`config.mk`:
```
export PLATFORM = sky130hd
export DESIGN_NAME = uart_regif
export DESIGN_NICKNAME = d
export VERILOG_FILES = /design/src/rtl/uart_regif_pkg.sv /design/src/rtl/uart_tx_shift.sv /design/src/rtl/uart_rx_shift.sv /design/src/rtl/uart_regif.sv
export SDC_FILE = /design/constraint.sdc
export NUM_CORES = 1
export LEC_CHECK = 0
export ABC_AREA = 1
export BUFFER_PORTS_ARGS = -buffer_cell sky130_fd_sc_hd__clkbuf_2
export CAP_MARGIN = 20
export CORE_UTILIZATION = 53
export CTS_CLUSTER_DIAMETER = 40
export DETAILED_ROUTE_END_ITERATION = 12
export PLACE_DENSITY = 0.79
export SLEW_MARGIN = 20
export SYNTH_ARGS = -nofsm -noshare
export SYNTH_HDL_FRONTEND = slang
export SYNTH_SLANG_ARGS = --single-unit
```
`constraint.sdc`:
```
create_clock -name clk_i -period 2.1 [get_ports clk_i]
set_clock_uncertainty 0.15 [all_clocks]
set_input_delay 0.315 -clock clk_i [delete_from_list [all_inputs] [get_ports clk_i]]
set_output_delay 0.315 -clock clk_i [all_outputs]
set_load 0.03 [all_outputs]
```
`src/rtl/uart_regif_pkg.sv`:
```
package uart_regif_pkg;
  localparam int unsigned DATA_OFS  = 0;
  localparam int unsigned CTRL_OFS  = 4;
  localparam int unsigned CLK_OFS   = 8;
  localparam int unsigned RXV_BIT   = 8;
  localparam int unsigned TXR_BIT   = 9;
  localparam int unsigned MODE_LSB  = 2;
  localparam int unsigned TXF_BIT   = 7;
  localparam int unsigned RXF_BIT   = 8;
  localparam int unsigned OVR_BIT   = 9;

  typedef enum logic [1:0] {
    RX_IDLE,
    RX_START,
    RX_DATA,
    RX_STOP
  } rx_state_e;
endpackage

```
`src/rtl/uart_tx_shift.sv`:
```
module uart_tx_shift #(
  parameter int unsigned DATA_W = 8,
  parameter int unsigned OVS    = 16
) (
  input  logic              clk_i,
  input  logic              rst_ni,
  input  logic              tick_i,
  input  logic              load_i,
  input  logic [DATA_W-1:0] data_i,
  output logic              busy_o,
  output logic              tx_o
);
  localparam int unsigned FRAME_W = DATA_W + 2;
  localparam int unsigned CNT_W   = $clog2(OVS);
  localparam int unsigned BIT_W   = $clog2(FRAME_W);

  logic [FRAME_W-1:0] shreg_q;
  logic [CNT_W-1:0]   sub_q;
  logic [BIT_W-1:0]   bit_q;
  logic               busy_q;

  always_ff @(posedge clk_i or negedge rst_ni) begin
    if (!rst_ni) begin
      shreg_q <= '1;
      sub_q   <= '0;
      bit_q   <= '0;
      busy_q  <= 1'b0;
    end else if (load_i && !busy_q) begin
      shreg_q <= {1'b1, data_i, 1'b0};
      sub_q   <= '0;
      bit_q   <= '0;
      busy_q  <= 1'b1;
    end else if (busy_q && tick_i) begin
      if (sub_q == CNT_W'(OVS - 1)) begin
        sub_q   <= '0;
        // refill with ones so the line rests high after the stop bit
        shreg_q <= {1'b1, shreg_q[FRAME_W-1:1]};
        if (bit_q == BIT_W'(FRAME_W - 1)) busy_q <= 1'b0;
        else                              bit_q  <= bit_q + 1'b1;
      end else begin
        sub_q <= sub_q + 1'b1;
      end
    end
  end

  assign busy_o = busy_q;
  assign tx_o   = shreg_q[0];
endmodule

```
`src/rtl/uart_rx_shift.sv`:
```
module uart_rx_shift
  import uart_regif_pkg::*;
#(
  parameter int unsigned DATA_W      = 8,
  parameter int unsigned OVS         = 16,
  parameter int unsigned SYNC_STAGES = 2
) (
  input  logic              clk_i,
  input  logic              rst_ni,
  input  logic              tick_i,
  input  logic              rx_i,
  output logic              done_o,
  output logic [DATA_W-1:0] data_o
);
  localparam int unsigned CNT_W = $clog2(OVS);
  localparam int unsigned BIT_W = $clog2(DATA_W);
  localparam int unsigned HALF  = OVS / 2;

  logic [SYNC_STAGES-1:0] sync_q;
  logic                   rx_s;
  rx_state_e              state_q;
  logic [CNT_W-1:0]       sub_q;
  logic [BIT_W-1:0]       bit_q;
  logic [DATA_W-1:0]      shreg_q;
  logic                   done_q;

  always_ff @(posedge clk_i or negedge rst_ni) begin
    if (!rst_ni) sync_q <= '1;
    else         sync_q <= {sync_q[SYNC_STAGES-2:0], rx_i};
  end
  assign rx_s = sync_q[SYNC_STAGES-1];

  always_ff @(posedge clk_i or negedge rst_ni) begin
    if (!rst_ni) begin
      state_q <= RX_IDLE;
      sub_q   <= '0;
      bit_q   <= '0;
      shreg_q <= '0;
      done_q  <= 1'b0;
    end else begin
      done_q <= 1'b0;
      if (tick_i) begin
        unique case (state_q)
          RX_IDLE: begin
            if (!rx_s) begin
              state_q <= RX_START;
              sub_q   <= '0;
            end
          end
          RX_START: begin
            if (sub_q == CNT_W'(HALF - 1)) begin
              sub_q   <= '0;
              bit_q   <= '0;
              // line must still be low at mid start bit
              state_q <= rx_s ? RX_IDLE : RX_DATA;
            end else begin
              sub_q <= sub_q + 1'b1;
            end
          end
          RX_DATA: begin
            if (sub_q == CNT_W'(OVS - 1)) begin
              sub_q   <= '0;
              shreg_q <= {rx_s, shreg_q[DATA_W-1:1]};
              if (bit_q == BIT_W'(DATA_W - 1)) state_q <= RX_STOP;
              else                             bit_q   <= bit_q + 1'b1;
            end else begin
              sub_q <= sub_q + 1'b1;
            end
          end
          RX_STOP: begin
            if (sub_q == CNT_W'(OVS - 1)) begin
              sub_q   <= '0;
              state_q <= RX_IDLE;
              done_q  <= rx_s;
            end else begin
              sub_q <= sub_q + 1'b1;
            end
          end
          default: state_q <= RX_IDLE;
        endcase
      end
    end
  end

  assign done_o = done_q;
  assign data_o = shreg_q;
endmodule

```
`src/rtl/uart_regif.sv`:
```
module uart_regif
  import uart_regif_pkg::*;
#(
  parameter int unsigned ADDR_W      = 4,
  parameter int unsigned DATA_W      = 8,
  parameter int unsigned OVS         = 16,
  parameter int unsigned SYNC_STAGES = 2,
  parameter int unsigned STEP_W      = 16,
  parameter int unsigned SCALE_W     = 12,
  parameter int unsigned SCALE_LSB   = 16
) (
  input  logic              clk_i,
  input  logic              rst_ni,
  input  logic              req_i,
  input  logic              we_i,
  input  logic [ADDR_W-1:0] addr_i,
  input  logic [31:0]       wdata_i,
  output logic [31:0]       rdata_o,
  input  logic              tick_i,
  input  logic              tx_allow_i,
  input  logic              rx_i,
  output logic              tx_o,
  output logic              rx_rdy_o,
  output logic [31:0]       clk_cfg_o
);
  localparam int unsigned MODE_W = 2;

  logic wr_data, wr_ctrl, wr_clk;
  logic tx_launch, tx_load, tx_busy, rx_clr, rx_done;
  logic [DATA_W-1:0] tx_hold, rx_byte, rx_shift_data;
  logic tx_full, rx_valid, overrun_q, tx_force_q, rx_force_q;
  logic [MODE_W-1:0]  mode_q;
  logic [STEP_W-1:0]  step_q;
  logic [SCALE_W-1:0] scale_q;
  logic [31:0] cfg_word;
  logic        unused_wdata;

  assign unused_wdata = ^wdata_i;

  assign wr_data = req_i && we_i && (addr_i == ADDR_W'(DATA_OFS));
  assign wr_ctrl = req_i && we_i && (addr_i == ADDR_W'(CTRL_OFS));
  assign wr_clk  = req_i && we_i && (addr_i == ADDR_W'(CLK_OFS));

  assign tx_launch = wr_data && wdata_i[TXR_BIT] && !tx_full;
  assign tx_load   = tx_full && !tx_busy && (tx_allow_i || tx_force_q);
  assign rx_clr    = wr_data && wdata_i[RXV_BIT];

  // transmit holding register
  always_ff @(posedge clk_i or negedge rst_ni) begin
    if (!rst_ni) begin
      tx_hold <= '0;
      tx_full <= 1'b0;
    end else if (tx_launch) begin
      tx_hold <= wdata_i[DATA_W-1:0];
      tx_full <= 1'b1;
    end else if (tx_load) begin
      tx_full <= 1'b0;
    end
  end

  // receive holding register and overrun
  always_ff @(posedge clk_i or negedge rst_ni) begin
    if (!rst_ni) begin
      rx_byte   <= '0;
      rx_valid  <= 1'b0;
      overrun_q <= 1'b0;
    end else begin
      if (rx_done && (!rx_valid || rx_clr)) begin
        rx_byte  <= rx_shift_data;
        rx_valid <= 1'b1;
      end else if (rx_clr) begin
        rx_valid <= 1'b0;
      end
      if (rx_done && rx_valid && !rx_clr) overrun_q <= 1'b1;
      else if (wr_ctrl && wdata_i[OVR_BIT]) overrun_q <= 1'b0;
    end
  end

  // control and clock configuration
  always_ff @(posedge clk_i or negedge rst_ni) begin
    if (!rst_ni) begin
      mode_q     <= '0;
      tx_force_q <= 1'b0;
      rx_force_q <= 1'b0;
      step_q     <= '0;
      scale_q    <= '0;
    end else begin
      if (wr_ctrl) begin
        mode_q     <= wdata_i[MODE_LSB +: MODE_W];
        tx_force_q <= wdata_i[TXF_BIT];
        rx_force_q <= wdata_i[RXF_BIT];
      end
      if (wr_clk) begin
        step_q  <= wdata_i[STEP_W-1:0];
        scale_q <= wdata_i[SCALE_LSB +: SCALE_W];
      end
    end
  end

  always_comb begin
    cfg_word = '0;
    cfg_word[STEP_W-1:0] = step_q;
    cfg_word[SCALE_LSB +: SCALE_W] = scale_q;
  end
  assign clk_cfg_o = cfg_word;

  always_comb begin
    rdata_o = '0;
    if (addr_i == ADDR_W'(DATA_OFS)) begin
      rdata_o[DATA_W-1:0] = rx_byte;
      rdata_o[RXV_BIT]    = rx_valid;
      rdata_o[TXR_BIT]    = !tx_full;
    end else if (addr_i == ADDR_W'(CTRL_OFS)) begin
      rdata_o[MODE_LSB +: MODE_W] = mode_q;
      rdata_o[TXF_BIT] = tx_force_q;
      rdata_o[RXF_BIT] = rx_force_q;
      rdata_o[OVR_BIT] = overrun_q;
    end else if (addr_i == ADDR_W'(CLK_OFS)) begin
      rdata_o = cfg_word;
    end
  end

  assign rx_rdy_o = !rx_valid || rx_force_q;

  uart_tx_shift #(
    .DATA_W (DATA_W),
    .OVS    (OVS)
  ) tx_shift_i (
    .clk_i  (clk_i),
    .rst_ni (rst_ni),
    .tick_i (tick_i),
    .load_i (tx_load),
    .data_i (tx_hold),
    .busy_o (tx_busy),
    .tx_o   (tx_o)
  );

  uart_rx_shift #(
    .DATA_W      (DATA_W),
    .OVS         (OVS),
    .SYNC_STAGES (SYNC_STAGES)
  ) rx_shift_i (
    .clk_i  (clk_i),
    .rst_ni (rst_ni),
    .tick_i (tick_i),
    .rx_i   (rx_i),
    .done_o (rx_done),
    .data_o (rx_shift_data)
  );
endmodule

```
* After elaboration in Yosys (flattened, before gate mapping)
Index checks and enable logic that the tools add are counted.
Word-level totals: register bits after elaboration 90, output and inout bits 66, logic and storage cells 126
Operators by class: $add $sub $neg 4, eq/ne operators 17, multiplexer cells 46, reductions and logical operators 39
Operators with widths (number):
- 10-bit 2-to-1 mux | 4
- 4-bit 2-to-1 mux | 10
- 28-bit 2-to-1 mux | 1
- 22-bit 2-to-1 mux | 1
- 18-bit 2-to-1 mux | 1
- 4-bit == test (second input constant) | 4
- 2-bit 2-to-1 mux | 8
- 1-bit logical AND | 15
- 3-bit 2-to-1 mux | 5
- 2-bit nonzero test | 7
- 1-bit 2-to-1 mux | 13
- 4-bit by 1-bit adder with 4-bit output (second input constant) | 3
- 4-bit case mux with 3 select lines | 1
- 2-bit by 1-bit != test with 1-bit output (second input constant) | 5
- 3-bit AND reduction | 3
- 4-bit by 3-bit == test with 1-bit output (second input constant) | 2
- 2-bit case mux with 4 select lines | 1
- 3-bit case mux with 2 select lines | 1
- 6-bit AND reduction | 1
- 5-bit AND reduction | 1
- 2-bit == test (second input constant) | 2
- 1-bit zero test | 4
- 4-bit zero test | 1
- 2-bit != test (second input constant) | 2
- 7 further kinds | 10

* Depth between registers and ports, before layout
depth in word-level cells 6, depth in mapped cells 9, depth with buffers taken out 9

* Modules after synthesis
Synthesis repeated with hierarchy kept, for this count alone.
Second synthesis, totals: cell total of the unflattened synthesis 511, area total of the unflattened synthesis 4404.2 um^2
Modules (own cells, without submodules):
- uart_regif | instances 1, cells each 273, area each 2416.1 um^2, seq. area each 1276.2 um^2
- uart_tx_shift | instances 1, cells each 131, area each 1002.2 um^2, seq. area each 461.7 um^2
- uart_rx_shift | instances 1, cells each 107, area each 985.9 um^2, seq. area each 503.0 um^2

* Worst setup path before layout
OpenSTA, ideal clock, no wires.
kind input to output, start input addr_i[1], end output rdata_o[17], arrival 1.235 ns, required time 1.635 ns, setup slack 0.400 ns, stages on the path 4, path through nor2_4 nand3_4 buf_1 nor2_1
Between the ends: cells in the longest elaborated chain, start to end 4, elaborated cells between the ends (all ways) 6, those cells by class 2 x eq/ne; 3 x mux; 1 x reduce/logical
RTL lines:
- from (decl) | RTL line uart_regif.sv:16 | input logic [ADDR_W-1:0] addr_i,
- 4-bit == test | RTL line uart_regif.sv:118 | end else if (addr_i == ADDR_W'(CLK_OFS)) begin
- 28-bit 2-to-1 mux | RTL line uart_regif.sv:118
- 18-bit 2-to-1 mux | RTL line uart_regif.sv:113 | end else if (addr_i == ADDR_W'(CTRL_OFS)) begin
- 22-bit 2-to-1 mux (*) | RTL line uart_regif.sv:109 | if (addr_i == ADDR_W'(DATA_OFS)) begin
- to (decl) | RTL line uart_regif.sv:18 | output logic [31:0] rdata_o,
Mark *: on every way between the ends. The rest lies on a longest branch, timed or not.

* Worst setup path after layout
start input addr_i[1], end output rdata_o[9]
Between the ends: cells in the longest elaborated chain, start to end 4, elaborated cells between the ends (all ways) 6, those cells by class 2 x eq/ne; 3 x mux; 1 x reduce/logical
RTL lines (RTL line):
- 4-bit == test | uart_regif.sv:118
- 28-bit 2-to-1 mux | uart_regif.sv:118
- 3-bit 2-to-1 mux | uart_regif.sv:113
- 10-bit 2-to-1 mux (*) | uart_regif.sv:109
Marks and branches as above.

==> results_dict.tcl <==
set metrics [dict create \
    outcome "complete, no violations" \
    dp_hpwl_um 6940 \
    cp_slowest_stage_delay_ns 0.24 \
    globalRoute.busiestLayer "met2" \
    fmax_ghz 0.575 \
    ctsRootBufferMaster "sky130_fd_sc_hd__clkbuf_8" \
    grt_setup_unrepaired "false" \
    grt_pass1_vias 3209 \
    relSlewSlack_pct 62.8 \
    endpoint "rdata_o[9]" \
    global_placement_routability_congestion 0.842 \
    worst_setup_path_category "in -> out" \
    layout_setup_ws_ns 0.360 \
    antenna_violating_nets_remaining 0 \
    number_of_clock_sinks 89 \
    cts_tree "yes" \
    via_count 3494 \
    antenna_violations_before_repair 0 \
    design.core.area_mm2 0.00789 \
    worstReg2RegEnd "tx_shift_i.bit_q[3]$_DFFE_PN0P_" \
    worst_ir_drop_vdd_mv 0.475 \
    largest_net_degree_at_the_start_of_global_routing 38 \
    synthDominantCellAreaShare_pct 44.1 \
    clock_latency_late_sink_ns 0.34 \
    ys_ff_latch 89 \
    grt_use_met3_pct 3.98 \
    yosys.area.top_type "sky130_fd_sc_hd__dfrtp_1" \
    boundaryPins 109 \
    drt_wl_total_um 9240 \
    worst-r2r-cell-count 8 \
    timing.final.crit_share_pct 82.9 \
    gr-total-overflow 0 \
    global_route.usage.met1_pct 29.1 \
    syn_avg_cell_area_um2 9.06 \
    postCtsSetupRepairBufs 0 \
    arrival_ns 1.27 \
    placement_rows 32 \
    power.density_cell_area_mw_per_mm2 937 \
    most_frequent_standard_cell_in_the_layout_excluding_fill_and_tap_cells "sky130_fd_sc_hd__nand2_1" \
    minimum_setup_slack_among_reg_to_reg_paths_ns 0.37 \
    layout-drive-gt1-share_pct 32.9 \
    critical_path.endpoint_type "output pin" \
    fin_area_mm2 0.00512 \
    grt_util_met2_pct 38.5 \
    top_library_cells_by_usage_in_the_layout_fill_and_taps_aside "sky130_fd_sc_hd__nand2_1 (123), sky130_fd_sc_hd__clkbuf_2 (95), sky130_fd_sc_hd__dfrtp_1 (78)" \
    cts.clk_slew.worst_paths_ns 0.09 \
    register_area_mm2 0.00224 \
    hold_slack_ns 0.0529 \
    n_antenna_cell 0 \
    h_tree_levels 3 \
    place_ws_ns 0.363 \
    slew_violations 0 \
    grt_util_all_layers_pct 22.5 \
    timing_worst_slew_pin_value_ns 0.558 \
    worstHoldPathType "in -> reg" \
    timing.max_cap.violations 0 \
    tns_ns 0 \
    dr.first_iter.drc_count 170 \
    start_util_pct 56.1 \
    final_hold_violation_count 0 \
    syn_area_mm2 0.00442 \
    port_buffers 96 \
    postPlaceCellArea_mm2 0.00493 \
    global_route_wire_length_before_repair_um 15100 \
    multi_input_comb_area_mm2 0.00180 \
    critPathSlowestCell "sky130_fd_sc_hd__clkbuf_2" \
    vias_per_cell 5.03 \
    netlist-cell-type-count 39 \
    timing.critical_path.cells "clkbuf_2 -> nor2_4 -> nand2_1 -> inv_1 -> nand2_1 -> o211ai_1 -> clkbuf_2" \
    required_ns 1.63 \
    worstPathMaxFanout 5 \
    cp-start-kind "input port" \
    synth_cells 488 \
    ys_seq_area_share_pct 50.7 \
    setup_violations 0 \
    filler_cell_count 629 \
    die_area_mm2 0.00871 \
    chipHeight_um 93.4 \
    ys_warn_count 0 \
    remaining_drc_errors 0 \
    wire_per_inst_um 13.3 \
    layout.nets 637 \
    die_width_um 93.4 \
    cellLeakagePower_uw 0.00276 \
    timing.critical_path.from "addr_i[1]" \
    worstReg2RegStart "tx_shift_i.busy_o$_DFFE_PN0P_" \
    drt_first_pass_iters 4 \
    final_period_minus_worst_setup_slack_ns 1.74 \
    cts_made_buffers 9 \
    top_area_cells_in_the_synthesized_netlist "sky130_fd_sc_hd__dfrtp_1 (44%), sky130_fd_sc_hd__nand2_1 (10%), sky130_fd_sc_hd__dfstp_2 (6.5%)" \
    syn_to_final_growth_pct 15.9 \
    clk_path_buf_depth 2 \
]
==> layout make-up <==
cell class / count / share of cell area [%]
sequential: 89 / 43.7
multi-input combinational: 326 / 35.2
timing repair buffer: 104 / 10.9
inverter: 58 / 4.35
clock buffer: 10 / 2.49
tap: 102 / 2.49
clock inverter: 6 / 0.854
==> where the power goes <==
group          total, uW  leakage [uW]  switching, uW  internal [uW]
Combinational       1380       0.00161            922            455
Clock               1040     0.0000749            603            432
Sequential          2390       0.00108            289           2100
Total               4800       0.00276           1810           2990
==> critical path, delay by kind of cell <==
family	cells	cell delay, ns
buffers and inverters	3	0.50
and+or+nand+nor	3	0.37
AOI/OAI and AO/OA	1	0.09
==> what timing repair did <==
| action | in CTS | in global routing |
|---|---|---|
| gates resized for setup | 0 | 0 |
| hold buffers | 2 | 0 |
| endpoints found under the hold margin | 25 | 0 |
==> synthesized netlist by cell type (all sizes together) <==
library cell and number:
nand2 128, dfrtp 78, inv 58, nor2 58
o21ai 37, nand3 31, a21oi 24, buf 21
dfstp 11, o211ai 9, a22o 6, ha 6
or2 6, nand4 4, xor2 4, nor3 2
a22oi 1, clkbuf 1, conb 1, o21bai 1
o22ai 1
==> sequential cells by signal, summed over array words and instances (netlist names), named ones only <==
name and count:
rx_shift_i.done_o 1, tx_shift_i.busy_o 1, rx_shift_i.sync_q 2, rx_shift_i.sub_q 4
rx_byte 8, step_q 16, rx_valid 1, rx_shift_i.data_o 8
rx_force_q 1, rx_shift_i.bit_q 3, tx_shift_i.shreg_q 9, tx_shift_i.sub_q 4
tx_hold 8, tx_force_q 1, tx_full 1, scale_q 12
rx_shift_i.state_q 1, mode_q 2, overrun_q 1, tx_shift_i.bit_q 4
==> metrics by stage <==
| step | cells | power (uW) | utilization [%] |
|---|---|---|---|
| detailed placement | 677 | 3800 | 62.5 |
| floorplan | 495 | 3380 | - |
| global placement | 677 | 3720 | 62.5 |
| global route | 695 | 5120 | 65.0 |
| CTS | 695 | 4840 | 65.0 |
| finish | 695 | 4800 | 65.0 |
==> metal layers <==
layer | wire length (um) | vias to the layer above
li1 | - | 1740
met3 | 473 | 11
met1 | 4000 | 1654
met5 | 0 | -
met4 | 90 | 0
met2 | 4670 | 89
==> cell families (layout without fill, tap and decap cells) <==
group / after synthesis / after routing / share of synthesized area, %
flip-flops: 89 / 89 / 50.7
AND/OR/NAND/NOR: 229 / 229 / 24.9
buffers and inverters: 80 / 178 / 9.19
adder cells (fa/ha/maj): 6 / 6 / 1.70
other: 1 / 8 / 0.0848
AO/OA/AOI/OAI: 79 / 79 / 12.6
XOR/XNOR: 4 / 4 / 0.792
==> how the worst min path moves through the flow <==
stage | from | end | slack (ns) | cells past startpoint
2_1_floorplan | rst_ni | async pin | -0.13 | 0
3_3_place_gp | rst_ni | tx_hold[2]$_DFFE_PN0P_ | 0.16 | 1
3_5_place_dp | rst_ni | tx_shift_i.bit_q[2]$_DFFE_PN0P_ | 0.16 | 1
4_1_cts | wdata_i[17] | scale_q[1]$_DFFE_PN0P_ | 0.04 | 3
5_1_grt | wdata_i[18] | scale_q[2]$_DFFE_PN0P_ | 0.05 | 3
6_report | wdata_i[15] | step_q[15]$_DFFE_PN0P_ | 0.05 | 3
(Power assumes the default switching activity.)
